File: src/rtl/mb_pkg.sv
package mb_pkg;
  localparam int HOST_AW = 8;
  localparam int HOST_DW = 32;

  localparam logic [HOST_AW-1:0] OFS_CMD  = 8'h00;
  localparam logic [HOST_AW-1:0] OFS_STAT = 8'h04;
  localparam logic [3:0]         PAGE_WB  = 4'h8;
  localparam logic [3:0]         PAGE_RB  = 4'h9;

  localparam int STAT_BUSY_BIT = 0;
  localparam int STAT_ERR_BIT  = 1;
  localparam int STAT_IRQ_BIT  = 2;

  typedef struct packed {
    logic [7:0] rsv_hi;
    logic [7:0] size;
    logic [3:0] sub;
    logic [2:0] rsv_lo;
    logic       want_irq;
    logic [7:0] opcode;
  } cmd_word_t;
endpackage

File: src/rtl/mb_buffer.sv
module mb_buffer #(
  parameter int NBYTES = 16,
  parameter int WORD_B = 4,
  localparam int NWORDS = NBYTES / WORD_B,
  localparam int WIDX_W = $clog2(NWORDS),
  localparam int BIDX_W = $clog2(NBYTES)
) (
  input  logic                  clk,
  input  logic                  rst_n,
  input  logic                  wr_en,
  input  logic [WIDX_W-1:0]     wr_idx,
  input  logic [8*WORD_B-1:0]   wr_data,
  input  logic [WIDX_W-1:0]     rd_widx,
  output logic [8*WORD_B-1:0]   rd_word,
  input  logic [BIDX_W-1:0]     rd_bidx,
  output logic [7:0]            rd_byte
);
  logic [7:0] mem [NBYTES];

  always_ff @(posedge clk) begin
    if (!rst_n) begin
      for (int i = 0; i < NBYTES; i++) mem[i] <= '0;
    end else if (wr_en) begin
      for (int b = 0; b < WORD_B; b++)
        mem[int'(wr_idx)*WORD_B + b] <= wr_data[8*b +: 8];
    end
  end

  genvar g;
  generate
    for (g = 0; g < WORD_B; g++) begin : g_lane
      assign rd_word[8*g +: 8] = mem[int'(rd_widx)*WORD_B + g];
    end
  endgenerate

  assign rd_byte = mem[rd_bidx];
endmodule

File: src/rtl/mb_cmd_ctrl.sv
module mb_cmd_ctrl
  import mb_pkg::*;
#(
  parameter int ECODE_W = 8
) (
  input  logic               clk,
  input  logic               rst_n,
  input  logic               cmd_wr,
  input  logic [HOST_DW-1:0] cmd_wdata,
  input  logic               stat_wr,
  input  logic               stat_clr_irq,
  input  logic               done,
  input  logic               done_err,
  input  logic [ECODE_W-1:0] done_code,
  output cmd_word_t          cmd_q,
  output logic               busy,
  output logic               err_flag,
  output logic [ECODE_W-1:0] err_code,
  output logic               irq_flag,
  output logic               irq_pulse,
  output logic               bell
);
  logic accept;
  logic finish;

  assign accept = cmd_wr && !busy;
  assign finish = done && busy;

  always_ff @(posedge clk) begin
    if (!rst_n) begin
      cmd_q     <= '0;
      busy      <= 1'b0;
      err_flag  <= 1'b0;
      err_code  <= '0;
      irq_flag  <= 1'b0;
      irq_pulse <= 1'b0;
      bell      <= 1'b0;
    end else begin
      bell      <= accept;
      irq_pulse <= finish && cmd_q.want_irq;
      if (accept) begin
        cmd_q    <= cmd_word_t'(cmd_wdata);
        busy     <= 1'b1;
        err_flag <= 1'b0;
        err_code <= '0;
      end else if (finish) begin
        busy     <= 1'b0;
        err_flag <= done_err;
        err_code <= done_err ? done_code : '0;
      end
      if (finish && cmd_q.want_irq) irq_flag <= 1'b1;
      else if (stat_wr && stat_clr_irq) irq_flag <= 1'b0;
    end
  end
endmodule

File: src/rtl/hc_mailbox.sv
module hc_mailbox
  import mb_pkg::*;
#(
  parameter int BUF_BYTES = 16,
  parameter logic [7:0] INITIATOR_ID = 8'h5A,
  localparam int WIDX_W = $clog2(BUF_BYTES / 4),
  localparam int BIDX_W = $clog2(BUF_BYTES)
) (
  input  logic               clk,
  input  logic               rst_n,
  input  logic [HOST_AW-1:0] host_addr,
  input  logic               host_wr,
  input  logic               host_rd,
  input  logic               host_rd_byte,
  input  logic [HOST_DW-1:0] host_wdata,
  output logic [HOST_DW-1:0] host_rdata,
  output logic               host_irq,
  output logic               db_pulse,
  output logic [7:0]         db_opcode,
  output logic [3:0]         db_subid,
  output logic [7:0]         db_size,
  input  logic [BIDX_W-1:0]  ctl_wb_addr,
  output logic [7:0]         ctl_wb_data,
  input  logic               ctl_rb_we,
  input  logic [WIDX_W-1:0]  ctl_rb_addr,
  input  logic [HOST_DW-1:0] ctl_rb_wdata,
  input  logic               ctl_done,
  input  logic               ctl_err,
  input  logic [7:0]         ctl_err_code
);
  logic hit_cmd, hit_stat, hit_wb, hit_rb;
  logic cmd_wr, stat_wr, wb_wr;
  cmd_word_t cmd_q;
  logic busy, err_flag, irq_flag;
  logic [7:0] err_code;
  logic [HOST_DW-1:0] wb_word_unused, rb_word, status_word;
  logic [7:0] rb_byte, wb_byte_unused;

  assign hit_cmd  = (host_addr == OFS_CMD);
  assign hit_stat = (host_addr == OFS_STAT);
  assign hit_wb   = (host_addr[7:4] == PAGE_WB);
  assign hit_rb   = (host_addr[7:4] == PAGE_RB);

  assign cmd_wr  = host_wr && hit_cmd;
  assign stat_wr = host_wr && hit_stat;
  assign wb_wr   = host_wr && hit_wb;

  mb_cmd_ctrl #(.ECODE_W(8)) u_ctrl (
    .clk(clk), .rst_n(rst_n),
    .cmd_wr(cmd_wr), .cmd_wdata(host_wdata),
    .stat_wr(stat_wr), .stat_clr_irq(host_wdata[STAT_IRQ_BIT]),
    .done(ctl_done), .done_err(ctl_err), .done_code(ctl_err_code),
    .cmd_q(cmd_q), .busy(busy), .err_flag(err_flag), .err_code(err_code),
    .irq_flag(irq_flag), .irq_pulse(host_irq), .bell(db_pulse)
  );

  mb_buffer #(.NBYTES(BUF_BYTES)) u_outbound (
    .clk(clk), .rst_n(rst_n),
    .wr_en(wb_wr), .wr_idx(host_addr[2 +: WIDX_W]), .wr_data(host_wdata),
    .rd_widx('0), .rd_word(wb_word_unused),
    .rd_bidx(ctl_wb_addr), .rd_byte(ctl_wb_data)
  );

  mb_buffer #(.NBYTES(BUF_BYTES)) u_inbound (
    .clk(clk), .rst_n(rst_n),
    .wr_en(ctl_rb_we), .wr_idx(ctl_rb_addr), .wr_data(ctl_rb_wdata),
    .rd_widx(host_addr[2 +: WIDX_W]), .rd_word(rb_word),
    .rd_bidx(host_addr[BIDX_W-1:0]), .rd_byte(rb_byte)
  );

  assign wb_byte_unused = '0;

  always_comb begin
    status_word = '0;
    status_word[STAT_BUSY_BIT] = busy;
    status_word[STAT_ERR_BIT]  = err_flag;
    status_word[STAT_IRQ_BIT]  = irq_flag;
    status_word[7:4]   = cmd_q.sub;
    status_word[15:8]  = INITIATOR_ID;
    status_word[23:16] = err_code;
  end

  always_comb begin
    host_rdata = '0;
    if (host_rd) begin
      if (hit_stat)      host_rdata = status_word;
      else if (hit_rb)   host_rdata = host_rd_byte ? {24'h0, rb_byte} : rb_word;
    end
  end

  assign db_opcode = cmd_q.opcode;
  assign db_subid  = cmd_q.sub;
  assign db_size   = cmd_q.size;
endmodule

File: config.mk
export PLATFORM = sky130hd
export DESIGN_NAME = hc_mailbox
export DESIGN_NICKNAME = d
export VERILOG_FILES = /design/src/rtl/mb_pkg.sv /design/src/rtl/mb_buffer.sv /design/src/rtl/mb_cmd_ctrl.sv /design/src/rtl/hc_mailbox.sv
export SDC_FILE = /design/constraint.sdc
export NUM_CORES = 1
export LEC_CHECK = 0
export ABC_AREA = 1
export BUFFER_PORTS_ARGS = -buffer_cell sky130_fd_sc_hd__buf_2
export CELL_PAD_IN_SITES_DETAIL_PLACEMENT = 0
export CELL_PAD_IN_SITES_GLOBAL_PLACEMENT = 1
export CORE_ASPECT_RATIO = 0.7
export CORE_MARGIN = 8
export CORE_UTILIZATION = 50
export CTS_BUF_LIST = sky130_fd_sc_hd__clkbuf_2 sky130_fd_sc_hd__clkbuf_4 sky130_fd_sc_hd__clkbuf_8
export DETAILED_ROUTE_END_ITERATION = 16
export HOLD_SLACK_MARGIN = 0.08
export PLACE_DENSITY = 0.95
export SKIP_CTS_REPAIR_TIMING = 1
export SYNTH_ARGS = -nofsm -noshare
export SYNTH_HDL_FRONTEND = slang
export SYNTH_SLANG_ARGS = --single-unit
export TNS_END_PERCENT = 1
File: constraint.sdc
create_clock -name clk -period 4.76 [get_ports clk]
set_input_delay 0.476 -clock clk [delete_from_list [all_inputs] [get_ports clk]]
set_output_delay 0.476 -clock clk [all_outputs]
set_load 0.02 [all_outputs]
# After elaboration in Yosys (flattened, before gate mapping)
# Memory sizes are Yosys's and may differ from the RTL's.
# Index checks and enable logic that the tools add are counted.
# totals
reg_bits	34
latch_bits	0
ramBits	256
romBits	0
input_bits	94
out_inout_bits	62
elab_cells	82
memories	2
# op_classes
addsub	6
multipliers	0
div_mod_pow	0
n_lt_le_gt_ge	0
eq_ne	3
shift	0
n_mux	40
bitwise_logic	1
n_reduce_logical	20
# mem_list
name	depth	width	read_ports	rd_ports_with_merged_regs	wr	line	rtl
u_inbound.mem	16	8	5	0	16	mb_buffer.sv:18	logic [7:0] mem [NBYTES];
u_outbound.mem	16	8	1	0	16	mb_buffer.sv:18	
# ops
operator	count
$mux W32	4
$mux W8	9
$reduce_or A8 Y1	8
$mux W4	8
$mux W1	19
$add A4 B2 Y4 const B	4
$add A4 B1 Y4 const B	2
$eq A4 B4 Y1 const B	2
$eq A8 B3 Y1 const B	1
$logic_not A8 Y1	1
$logic_and A1 B1 Y1	7
$reduce_bool A2 Y1	2
$reduce_or A2 Y1	1
$logic_not A1 Y1	1
$not A1 Y1	1

# Depth between registers and ports, before layout
# depth
depth_word	7
mapped_depth	12
mapped_depth_nobuf	10

# Modules after synthesis
# Synthesis repeated with hierarchy kept, for this count alone.
# hier_totals
hier_cells	2146
area_unflattened_um2	16646.0
# modules_own_cells
module	instances	cells_per_inst	area_each_um2	seq_area_each_um2
mb_buffer at u_inbound	1	883	7113.1	3843.7
mb_buffer at u_outbound	1	882	7038.0	3843.7
mb_cmd_ctrl	1	206	1572.8	900.9
hc_mailbox	1	175	922.1	0.0

# Worst setup path before layout
# Ideal clock, no wire load.
# synth_path
kind	input to register
startpoint	input rst_n
endpoint	memory u_outbound.mem[10][0], enable pin
setup_ns	0.389
arrival_time_ns	2.003
t_required_ns	4.371
path_slack_ns	2.367
path_stages	6
n_path_buf	2
cell_sequence	buf_2 inv_2 nor3_2 nand2_1 clkbuf_1 nand2_1
# synth_lines
item	line	rtl
start: declaration	hc_mailbox.sv:10	input logic rst_n,
end: declaration	mb_buffer.sv:18	

# Worst setup path in the final report
# layout_path
startpoint	input host_addr[5]
endpoint	output host_rdata[13]
# layout_via
elab_chain_cells	4
word_cells_on_any_way	5
classes_between	eq/ne: 2; mux: 3
# layout_rtl
item	line	rtl
start: declaration	hc_mailbox.sv:11	input logic [HOST_AW-1:0] host_addr,
$eq A4 B4 Y1	hc_mailbox.sv:42	assign hit_rb = (host_addr[7:4] == PAGE_RB);
$mux W32	hc_mailbox.sv:87	else if (hit_rb) host_rdata = host_rd_byte ? {24'h0, rb_byte} : rb_word;
$mux W32 (*)	hc_mailbox.sv:86	if (hit_stat) host_rdata = status_word;
$mux W32 (*)	hc_mailbox.sv:85	if (host_rd) begin
end: declaration	hc_mailbox.sv:16	output logic [HOST_DW-1:0] host_rdata,
# Every way passes the cells marked *; elsewhere a longest branch is shown, timed or not.

==> out/qor.txt <==
==================================================================================
Share of Yosys cell area claimed by the top area cell type ..........        54.2%
Most used standard cells in the synthesized netlist ................. sky130_fd_sc_hd__nor2_1, sky130_fd_sc_hd__nand2_1, sky130_fd_sc_hd__edfxtp_1
Row Count ...........................................................           51
Post-placement cell count ...........................................        2,061
Post-route setup TNS ................................................         0 ps
Maximum net fanout on the critical path .............................           14
Layout Nets .........................................................        1,831
TritonCTS clock tree ................................................         done
Routability congestion estimate from global placement ...............        0.904
Register clock-pin slew on the reported worst setup and hold paths ..        60 ps
Stage delay of the slowest cell on the critical path ................       490 ps
Vias in the first global route ......................................       11,304
Final setup fails ...................................................            0
Worst path slowest cell ............................................. sky130_fd_sc_hd__nor2_1
Antenna cell count ..................................................            0
Initial antenna violation count .....................................            1
Starting density of the core ........................................        50.9%
Floorplan die width .................................................       217 um
Synthesized area divided by synthesized cell count ..................    8.72 um^2
I/O Buffers .........................................................          155
EDFF count, synth ...................................................          256
Endpoint kind of the worst setup timing path ........................ primary output
Post-synthesis register bit count ...................................          290
Area growth, synth to finish ........................................        12.3%
Worst path bufs/invs ................................................            5
Die ar. .............................................................  0.0341 mm^2
Final wirelength ....................................................      42.7 mm
Post-synth top flop ................................................. sky130_fd_sc_hd__edfxtp_1
Ports placed on the boundary ........................................          156
Clock Latency Late Sink .............................................       580 ps
Count of non-filler cells in the finished layout ....................        2,138
Number of maximum-capacitance constraint violations .................            0
Worst VDD drop ......................................................     0.179 mV
Y dimension of the die ..............................................       157 um
TritonCTS Sinks .....................................................          290
Overflow after GRT ..................................................            0
Final HPWL DP .......................................................      28.6 mm
First-pass GRT wire length ..........................................      65.1 mm
Detailed Route Iter0 Violations .....................................        1,558
Class of the most critical setup path ............................... primary input to primary output
Post-route standard cell area excluding fillers .....................  0.0159 mm^2
Actual transition at the worst max-transition pin ...................      1150 ps
Number of distinct library cells after synthesis ....................           26
Number of buffers added by the clock tree synthesis step ............           45
Number of detailed-route iterations in the first pass ...............            6
Number of max-slew violations in the final report ...................            0
Pre-CTS setup slack .................................................      1440 ps
Data required time at the worst endpoint ............................      4280 ps
Outcome ............................................................. complete, no violations
Post-synthesis instance total .......................................        1,627
Warning count from the yosys run ....................................            0
Share of cells above drive strength 1 ...............................        14.8%
Final total power ...................................................      5570 uW
Maximum level of the CTS H-tree .....................................            2
Setup repair after global routing missed its margin .................        false
Arrival time at the worst endpoint ..................................      3000 ps
DRC violation count after routing ...................................            0
Final setup margin ..................................................      1290 ps
Residual antenna-violating net count after detailed routing .........            0
Largest net degree at the start of global routing ...................          129
DR WL/cell ..........................................................      20.0 um
Via count ...........................................................       11,813
Max Freq ............................................................    0.288 GHz
Rel. slew slack .....................................................        23.6%
Number of filler instances in the final layout ......................        2,461
Classification of the worst-slack hold path ......................... primary input to register
Most used standard cell by instance count after synthesis ........... sky130_fd_sc_hd__nor2_1
Cell area after synthesis ...........................................  0.0142 mm^2
Part of the cycle the worst path needs ..............................        73.0%
Library cell occupying the most area in the post-synthesis netlist .. sky130_fd_sc_hd__edfxtp_1
Ranking of synthesized cells by area ................................ sky130_fd_sc_hd__edfxtp_1, sky130_fd_sc_hd__nor2_1, sky130_fd_sc_hd__nand2_1, sky130_fd_sc_hd__inv_1, sky130_fd_sc_hd__dfxtp_1
Area of the placeable core ..........................................  0.0279 mm^2
CP Cell Sequence .................................................... buf_2 > inv_1 > nand4_1 > nor2_1 > inv_2 > nor2_4 > inv_1 > a21oi_1 > buf_2
Global routing usage summed across all routing layers ...............        24.8%
Min cycle time layout ...............................................      3470 ps
PD cells ............................................................  350 mW/mm^2
Master cell of the clock root buffer ................................ sky130_fd_sc_hd__clkbuf_8
Sequential element share of the synthesized area ....................        59.0%
Fraction of synthesis flops using an asynchronous set or reset pin ..           0%
Maximum buffer depth of the clock tree ..............................            3
Area of placed instances ............................................  0.0151 mm^2
Critical Path Start Type ............................................ primary input
Family of cells with the greatest summed delay on the critical path . buffers and inverters
Static leakage ......................................................   0.00709 uW
Post-synthesis net count ............................................        1,721
Number of hold violations in the final report .......................            0
Clock skew ..........................................................      23.8 ps
Post-DR vias/cell ...................................................         5.53
==================================================================================
==> metrics by stage <==
stage	util, %	hold WS [ps]
floorplan	-	435
global placement	54.0	455
detailed placement	54.0	456
CTS	57.1	93.5
global route	57.1	120
finish	57.1	116
==> registers in the layout (all words and copies together) (netlist names) <==
signal and flops:
u_ctrl.irq_pulse 1, u_ctrl.cmd_q 21, u_ctrl.bell 1, u_outbound.mem 128
u_ctrl.busy 1, u_ctrl.irq_flag 1, u_ctrl.err_flag 1, u_ctrl.err_code 8
u_inbound.mem 128
==> worst paths after layout <==
| path | from | to | slack, ps | depth (start not counted) |
|---|---|---|---|---|
| max reg2reg | u_ctrl.busy | u_ctrl.cmd_q[15] | 2900 | 3 |
| min reg2reg | u_ctrl.cmd_q[8] | u_ctrl.irq_pulse | 450 | 2 |
| min | ctl_done | u_ctrl.busy | 120 | 2 |
| max | host_addr[5] | host_rdata[13] | 1290 | 9 |
==> where the power goes <==
part           switching (uW)  internal (uW)  leakage, uW  total, uW
logic                     407            156      0.00391        563
registers                57.6           2910      0.00273       2960
clock network             950           1090     0.000454       2040
==> metal layers <==
layer	global-route usage (%)	vias to the layer above	routed length, um
met2	33.3	783	16800
li1	-	5527	-
met4	6.49	2	793
met3	7.63	75	6270
met1	37.7	5426	18800
met5	0	-	13
==> logic make-up (layout without fill, tap and decap cells) <==
family	count (synthesis)	count (layout)	synth area share, %
and+or+nand+nor	785	785	22.2
buffers and inverters	327	467	9.53
DFF	290	290	59.0
AOI/OAI and AO/OA	225	225	9.24
==> cell type report <==
type | instances | area (um^2) | share of cell area (%)
clock inverter | 13 | 81.3 | 0.511
clock buffer | 64 | 774 | 4.86
inverter | 211 | 792 | 4.97
multi-input combinational | 1010 | 4470 | 28.1
tap | 371 | 464 | 2.92
sequential | 290 | 8370 | 52.6
timing repair buffer | 179 | 971 | 6.10
==> cell usage in the layout, fill, tap and decap left out, types with 2 or more instances in the layout <==
cell type,n
sky130_fd_sc_hd__clkbuf_8,47
sky130_fd_sc_hd__edfxtp_1,256
sky130_fd_sc_hd__nor2_1,339
sky130_fd_sc_hd__a221oi_1,11
sky130_fd_sc_hd__a21oi_1,54
sky130_fd_sc_hd__inv_1,202
sky130_fd_sc_hd__nor3_1,4
sky130_fd_sc_hd__a22oi_1,21
sky130_fd_sc_hd__buf_4,24
sky130_fd_sc_hd__inv_2,9
sky130_fd_sc_hd__nor2_2,3
sky130_fd_sc_hd__nand2_1,297
sky130_fd_sc_hd__clkbuf_4,17
sky130_fd_sc_hd__nand3_1,134
sky130_fd_sc_hd__nor3_2,2
sky130_fd_sc_hd__o21ai_1,25
sky130_fd_sc_hd__clkinv_1,10
sky130_fd_sc_hd__nand4_1,3
sky130_fd_sc_hd__o21ai_0,76
sky130_fd_sc_hd__o211ai_1,33
sky130_fd_sc_hd__buf_2,154
sky130_fd_sc_hd__o22ai_1,4
sky130_fd_sc_hd__dfxtp_1,34
Power figures use the tool's default switching activity.
